--- config.mk ---
export PLATFORM = sky130hd
export DESIGN_NAME = cmt_timer
export DESIGN_NICKNAME = d
export VERILOG_FILES = /design/src/rtl/cmt_pkg.sv /design/src/rtl/cmt_prescaler.sv /design/src/rtl/cmt_counter.sv /design/src/rtl/cmt_timer.sv
export SDC_FILE = /design/constraint.sdc
export NUM_CORES = 1
export LEC_CHECK = 0
export BUFFER_PORTS_ARGS = -buffer_cell sky130_fd_sc_hd__buf_4
export CAP_MARGIN = 40
export CORE_ASPECT_RATIO = 2
export CORE_MARGIN = 2
export CORE_UTILIZATION = 50
export CTS_CLUSTER_DIAMETER = 120
export CTS_CLUSTER_SIZE = 10
export DETAILED_ROUTE_END_ITERATION = 8
export PLACE_DENSITY = 0.72
export SYNTH_ARGS = -nofsm -noshare
export SYNTH_HDL_FRONTEND = slang
export SYNTH_SLANG_ARGS = --single-unit
--- constraint.sdc ---
create_clock -name clk -period 3.6 [get_ports clk]
set_input_delay 0.72 -clock clk [delete_from_list [all_inputs] [get_ports clk]]
set_output_delay 0.72 -clock clk [all_outputs]
set_load 0.02 [all_outputs]
--- src/rtl/cmt_pkg.sv ---
package cmt_pkg;

    typedef enum logic [1:0] {
        MODE_ONESHOT = 2'd0,
        MODE_PERIOD  = 2'd1,
        MODE_RSVD    = 2'd2,
        MODE_CONT    = 2'd3
    } tmr_mode_e;

    localparam logic [1:0] ADDR_CTRL = 2'd0;
    localparam logic [1:0] ADDR_CMP  = 2'd1;
    localparam logic [1:0] ADDR_CNT  = 2'd2;
    localparam logic [1:0] ADDR_STAT = 2'd3;

    localparam int BIT_EN    = 30;
    localparam int BIT_IE    = 29;
    localparam int BIT_MODE  = 27;
    localparam int BIT_CRST  = 26;
    localparam int BIT_WKEN  = 23;
    localparam int BIT_TIF   = 0;
    localparam int BIT_TWF   = 8;

endpackage

--- src/rtl/cmt_prescaler.sv ---
module cmt_prescaler #(
    parameter int PSC_W = 8
) (
    input  logic             clk,
    input  logic             rst_n,
    input  logic             run,
    input  logic             clr,
    input  logic [PSC_W-1:0] div,
    output logic             adv
);
    localparam logic [PSC_W-1:0] STEP = 1;

    logic [PSC_W-1:0] pre_d, pre_q;

    always_comb begin
        pre_d = pre_q;
        adv   = 1'b0;
        if (clr) begin
            pre_d = '0;
        end else if (run) begin
            if (pre_q == div) begin
                pre_d = '0;
                adv   = 1'b1;
            end else begin
                pre_d = pre_q + STEP;
            end
        end
    end

    always_ff @(posedge clk or negedge rst_n) begin
        if (!rst_n) pre_q <= '0;
        else        pre_q <= pre_d;
    end

endmodule

--- src/rtl/cmt_counter.sv ---
module cmt_counter
    import cmt_pkg::*;
#(
    parameter int CNT_W = 24
) (
    input  logic             clk,
    input  logic             rst_n,
    input  logic             adv,
    input  logic             clr,
    input  tmr_mode_e        mode,
    input  logic [CNT_W-1:0] cmp,
    output logic [CNT_W-1:0] cnt,
    output logic             hit
);
    localparam logic [CNT_W-1:0] STEP = 1;

    logic [CNT_W-1:0] cnt_d, cnt_q, inc;

    always_comb begin
        inc   = cnt_q + STEP;
        cnt_d = cnt_q;
        hit   = 1'b0;
        if (clr) begin
            cnt_d = '0;
        end else if (adv) begin
            cnt_d = inc;
            if (inc == cmp) begin
                hit = 1'b1;
                if (mode != MODE_CONT) cnt_d = '0;
            end
        end
    end

    always_ff @(posedge clk or negedge rst_n) begin
        if (!rst_n) cnt_q <= '0;
        else        cnt_q <= cnt_d;
    end

    assign cnt = cnt_q;

endmodule

--- src/rtl/cmt_timer.sv ---
module cmt_timer
    import cmt_pkg::*;
#(
    parameter int CNT_W = 24,
    parameter int PSC_W = 8
) (
    input  logic        clk,
    input  logic        rst_n,
    input  logic        tmr_tick,
    input  logic        pwr_down,
    input  logic        reg_wr,
    input  logic [1:0]  reg_addr,
    input  logic [31:0] reg_wdata,
    output logic [31:0] reg_rdata,
    output logic        irq,
    output logic        wake
);
    typedef struct packed {
        logic             en;
        logic             ie;
        tmr_mode_e        mode;
        logic             wken;
        logic [PSC_W-1:0] psc;
        logic [CNT_W-1:0] cmp;
        logic             tif;
        logic             twf;
    } regs_t;

    regs_t st_d, st_q;

    logic             wr_ctrl, wr_cmp, wr_stat;
    logic             clr, run, adv, hit;
    logic [CNT_W-1:0] cnt;

    logic             ctl_en, ctl_ie, ctl_wken, flag_tif, flag_twf;
    logic [1:0]       ctl_mode;

    assign wr_ctrl = reg_wr && (reg_addr == ADDR_CTRL);
    assign wr_cmp  = reg_wr && (reg_addr == ADDR_CMP);
    assign wr_stat = reg_wr && (reg_addr == ADDR_STAT);
    assign clr     = wr_ctrl && reg_wdata[BIT_CRST];
    assign run     = st_q.en && tmr_tick;

    cmt_prescaler #(.PSC_W(PSC_W)) u_psc (
        .clk   (clk),
        .rst_n (rst_n),
        .run   (run),
        .clr   (clr),
        .div   (st_q.psc),
        .adv   (adv)
    );

    cmt_counter #(.CNT_W(CNT_W)) u_cnt (
        .clk   (clk),
        .rst_n (rst_n),
        .adv   (adv),
        .clr   (clr),
        .mode  (st_q.mode),
        .cmp   (st_q.cmp),
        .cnt   (cnt),
        .hit   (hit)
    );

    always_comb begin
        st_d = st_q;
        if (wr_stat) begin
            if (reg_wdata[BIT_TIF]) st_d.tif = 1'b0;
            if (reg_wdata[BIT_TWF]) st_d.twf = 1'b0;
        end
        if (wr_ctrl) begin
            st_d.en   = reg_wdata[BIT_EN];
            st_d.ie   = reg_wdata[BIT_IE];
            st_d.mode = tmr_mode_e'(reg_wdata[BIT_MODE+1:BIT_MODE]);
            st_d.wken = reg_wdata[BIT_WKEN];
            st_d.psc  = reg_wdata[PSC_W-1:0];
        end
        if (wr_cmp) st_d.cmp = reg_wdata[CNT_W-1:0];
        if (hit && st_q.ie) st_d.tif = 1'b1;
        if (hit && st_q.wken && pwr_down) st_d.twf = 1'b1;
        if (hit && (st_q.mode == MODE_ONESHOT)) st_d.en = 1'b0;
    end

    always_ff @(posedge clk or negedge rst_n) begin
        if (!rst_n) st_q <= '0;
        else        st_q <= st_d;
    end

    always_comb begin
        reg_rdata = '0;
        unique case (reg_addr)
            ADDR_CTRL: begin
                reg_rdata[BIT_EN]                = st_q.en;
                reg_rdata[BIT_IE]                = st_q.ie;
                reg_rdata[BIT_MODE+1:BIT_MODE]   = st_q.mode;
                reg_rdata[BIT_WKEN]              = st_q.wken;
                reg_rdata[PSC_W-1:0]             = st_q.psc;
            end
            ADDR_CMP:  reg_rdata[CNT_W-1:0] = st_q.cmp;
            ADDR_CNT:  reg_rdata[CNT_W-1:0] = cnt;
            ADDR_STAT: begin
                reg_rdata[BIT_TIF] = st_q.tif;
                reg_rdata[BIT_TWF] = st_q.twf;
            end
            default:   reg_rdata = '0;
        endcase
    end

    assign irq  = st_q.tif && st_q.ie;
    assign wake = st_q.twf;

    assign ctl_en   = st_q.en;
    assign ctl_ie   = st_q.ie;
    assign ctl_wken = st_q.wken;
    assign ctl_mode = st_q.mode;
    assign flag_tif = st_q.tif;
    assign flag_twf = st_q.twf;

endmodule

==> flow_summary.json <==
{
  "finalClockSkew_ns": 0.00657,
  "synth.distinct_cells": 61,
  "holdBufCountCts": 0,
  "cts.clk_slew.worst_paths_ns": 0.06,
  "cts.sinks": 71,
  "multiInputGateArea_um2": 2760,
  "cts_max_level": 3,
  "crit_path_start_kind": "flip-flop",
  "fp-row-count": 50,
  "grt_antenna_before_repair": 0,
  "vias_per_cell": 6.37,
  "start_util_pct": 50.9,
  "period_share_pct": 94.6,
  "tightest_slew_ns": 0.704,
  "core_area_um2": 9320,
  "grt_pass1_vias": 4418,
  "dr.pass1.iters": 6,
  "path_max_fanout": 11,
  "power_density_nw_per_um2": 430,
  "cp_common_cell": "a31oi_1",
  "drive_above_1_share_pct": 28.0,
  "die_h_um": 142,
  "final_common_cell": "buf_4",
  "dp_hpwl_um": 9890,
  "port-buffer-count": 65,
  "crit_slowest_cell": "or4_1",
  "setup_slack_ns": 0.193,
  "grt_usage_pct": 27.1,
  "antennaDiodeCount": 0,
  "grt_pass1_wl_um": 21600,
  "cts_tree": "yes",
  "endpoint_kind": "flip-flop",
  "placedCellCount": 663,
  "fin_nets": 617,
  "netlist_area_um2": 4750,
  "die_width_um": 72.9,
  "synth_warnings": 0,
  "synthCells": 500,
  "cts_made_buffers": 9,
  "finalNonFillerCells": 679,
  "overflow": 0,
  "period_needed_ns": 3.41,
  "final-seq-area_um2": 1780,
  "layout_common_cells": "95 x buf_4, 71 x dfrtp_1, 36 x mux2_2, 32 x nand2_1, 22 x nor2_1",
  "ys_ff_latch": 71,
  "ys_seq_area_share_pct": 37.4,
  "arrival_ns": 3.62,
  "timing.final.hold_violations": 0,
  "power_mw": 2.47,
  "finalWirelength_um": 13300,
  "criticalPathCategory": "reg -> reg",
  "drv_slew": 0,
  "peakVddDrop_mv": 0.372,
  "status": "finished, final reports clean",
  "drtIter0Drc": 331,
  "wl_per_cell_um": 19.6,
  "required_ns": 3.82,
  "vias": 4326,
  "critPathMaxStageDelay_ns": 0.64,
  "cts_buffer_depth": 2,
  "grt_max_degree": 61,
  "ios": 73,
  "area_delta_synth_final_pct": 21.0,
  "placed_area_um2": 5430,
  "dieArea_um2": 10300,
  "drc": 0,
  "fmax_mhz": 294,
  "slew_headroom_pct": 52.8,
  "post_cts_buffers": 0,
  "synth_edf_count": 0,
  "insertion_delay_ns": 0.34,
  "ant_nets": 0,
  "hold_path_class": "in -> async",
  "async_flop_share_pct": 100,
  "place_ws_ns": 0.190,
  "place.gp.congestion": 0.881,
  "final_cell_area_um2": 5740,
  "setup-violations-final": 0,
  "avgSynthCellArea_um2": 9.49,
  "synth_ff_type": "dfrtp_1",
  "leakage_nw": 2.47,
  "fillers": 806,
  "cts_root_buf": "clkbuf_16",
  "cap_violations": 0,
  "crit_chain": "nand4_1, or4_1, nor4_1, nor3_1, a211o_2, or3_1, a31oi_1, a31oi_1"
}
-- sequential cells by signal, summed over array words and instances, names as in the netlist --
signal	cells
st_q	32
u_cnt.cnt	24
u_psc.pre_q	8
ctl_mode	2
ctl_en	1
ctl_ie	1
ctl_wken	1
flag_tif	1
wake	1
-- repair_timing --
item                                   in CTS  in global routing
endpoints found under the hold margin       0                  0
gates resized for setup                     0                  4
setup endpoints to repair                   0                 18
-- where the power goes --
group | internal [mW] | switching [mW]
Combinational | 0.269 | 0.279
Clock | 0.551 | 0.344
Sequential | 0.902 | 0.126
-- cells by family after synthesis --
family                     after synthesis  share of synthesized area [%]
adders and majority gates                8                           2.11
other                                    1                         0.0790
muxes                                   40                           9.39
xor gates and xnor gates                42                           7.75
DFF                                     71                           37.4
AOI/OAI and AO/OA                      104                           15.9
buffers and inverters                   51                           5.14
and+or+nand+nor                        183                           22.2
-- metrics by stage --
stage / utilization (%) / hold slack, ns / setup TNS (ns)
2_1_floorplan: - / 0.424 / 0
3_3_place_gp: 57.9 / 0.508 / 0
3_5_place_dp: 58.2 / 0.506 / 0
4_1_cts: 61.4 / 0.228 / 0
5_1_grt: 61.6 / 0.226 / -0.00236
6_report: 61.6 / 0.225 / 0
-- critical path, delay by kind of cell (launching register included) --
family | cells | cell delay (ns)
AND/OR/NAND/NOR | 5 | 2.01
flip-flops | 1 | 0.54
AO/OA/AOI/OAI | 3 | 0.72
-- synth_stat cells (3+ instances only) --
cell type | count | share of area, %
a211oi_1 | 4 | 0.63
a21o_1 | 5 | 0.79
a21oi_1 | 9 | 0.95
a222oi_1 | 10 | 2.1
a22oi_1 | 14 | 2.2
a31oi_1 | 19 | 2.5
and2_1 | 9 | 1.2
and3_1 | 11 | 1.5
and4_1 | 7 | 1.3
buf_1 | 3 | 0.24
buf_2 | 8 | 0.84
buf_4 | 4 | 0.63
clkbuf_1 | 21 | 1.7
dfrtp_1 | 71 | 37
ha_1 | 8 | 2.1
inv_1 | 11 | 0.87
mux2_2 | 36 | 8.5
mux2i_1 | 4 | 0.84
nand2_1 | 32 | 2.5
nand2b_1 | 3 | 0.40
nand3_1 | 17 | 1.8
nand4_1 | 12 | 1.6
nor2_1 | 22 | 1.7
nor2b_1 | 18 | 2.4
nor3_1 | 9 | 0.95
nor4_1 | 13 | 1.7
o211ai_1 | 8 | 1.3
o21a_1 | 4 | 0.63
o21ai_0 | 11 | 1.2
o221ai_1 | 3 | 0.55
or3_1 | 13 | 1.7
or4_1 | 3 | 0.47
xnor2_1 | 21 | 3.9
xor2_1 | 21 | 3.9
-- layout make-up --
cell class / instances / area share (%)
clock buffer: 10 / 4.16
multi-input combinational: 381 / 48.0
inverter: 11 / 0.719
clock inverter: 6 / 1.05
sequential: 71 / 30.9
timing repair buffer: 96 / 12.9
tap: 104 / 2.27
-- layer usage --
metal / part of all wire [%] / track usage, %
met1: 36 / 28.7
met5: 0 / 0
met2: 55 / 48.9
met4: 5.3 / 16.5
met3: 3.9 / 3.55
-- worst paths after layout --
kind / cells after the start / to / start / slack [ns]
max in group asynchronous: 2 / st_q[21] / rst_n / 2.81
setup / recovery: 8 / u_cnt.cnt[11] / u_cnt.cnt[10] / 0.19
hold / removal: 1 / u_cnt.cnt[4] / rst_n / 0.22
setup reg to reg: 8 / u_cnt.cnt[11] / u_cnt.cnt[10] / 0.19
min in group clk: 1 / ctl_wken / ctl_wken / 0.55
hold reg to reg: 1 / ctl_wken / ctl_wken / 0.55
(Power assumes the default switching activity.)
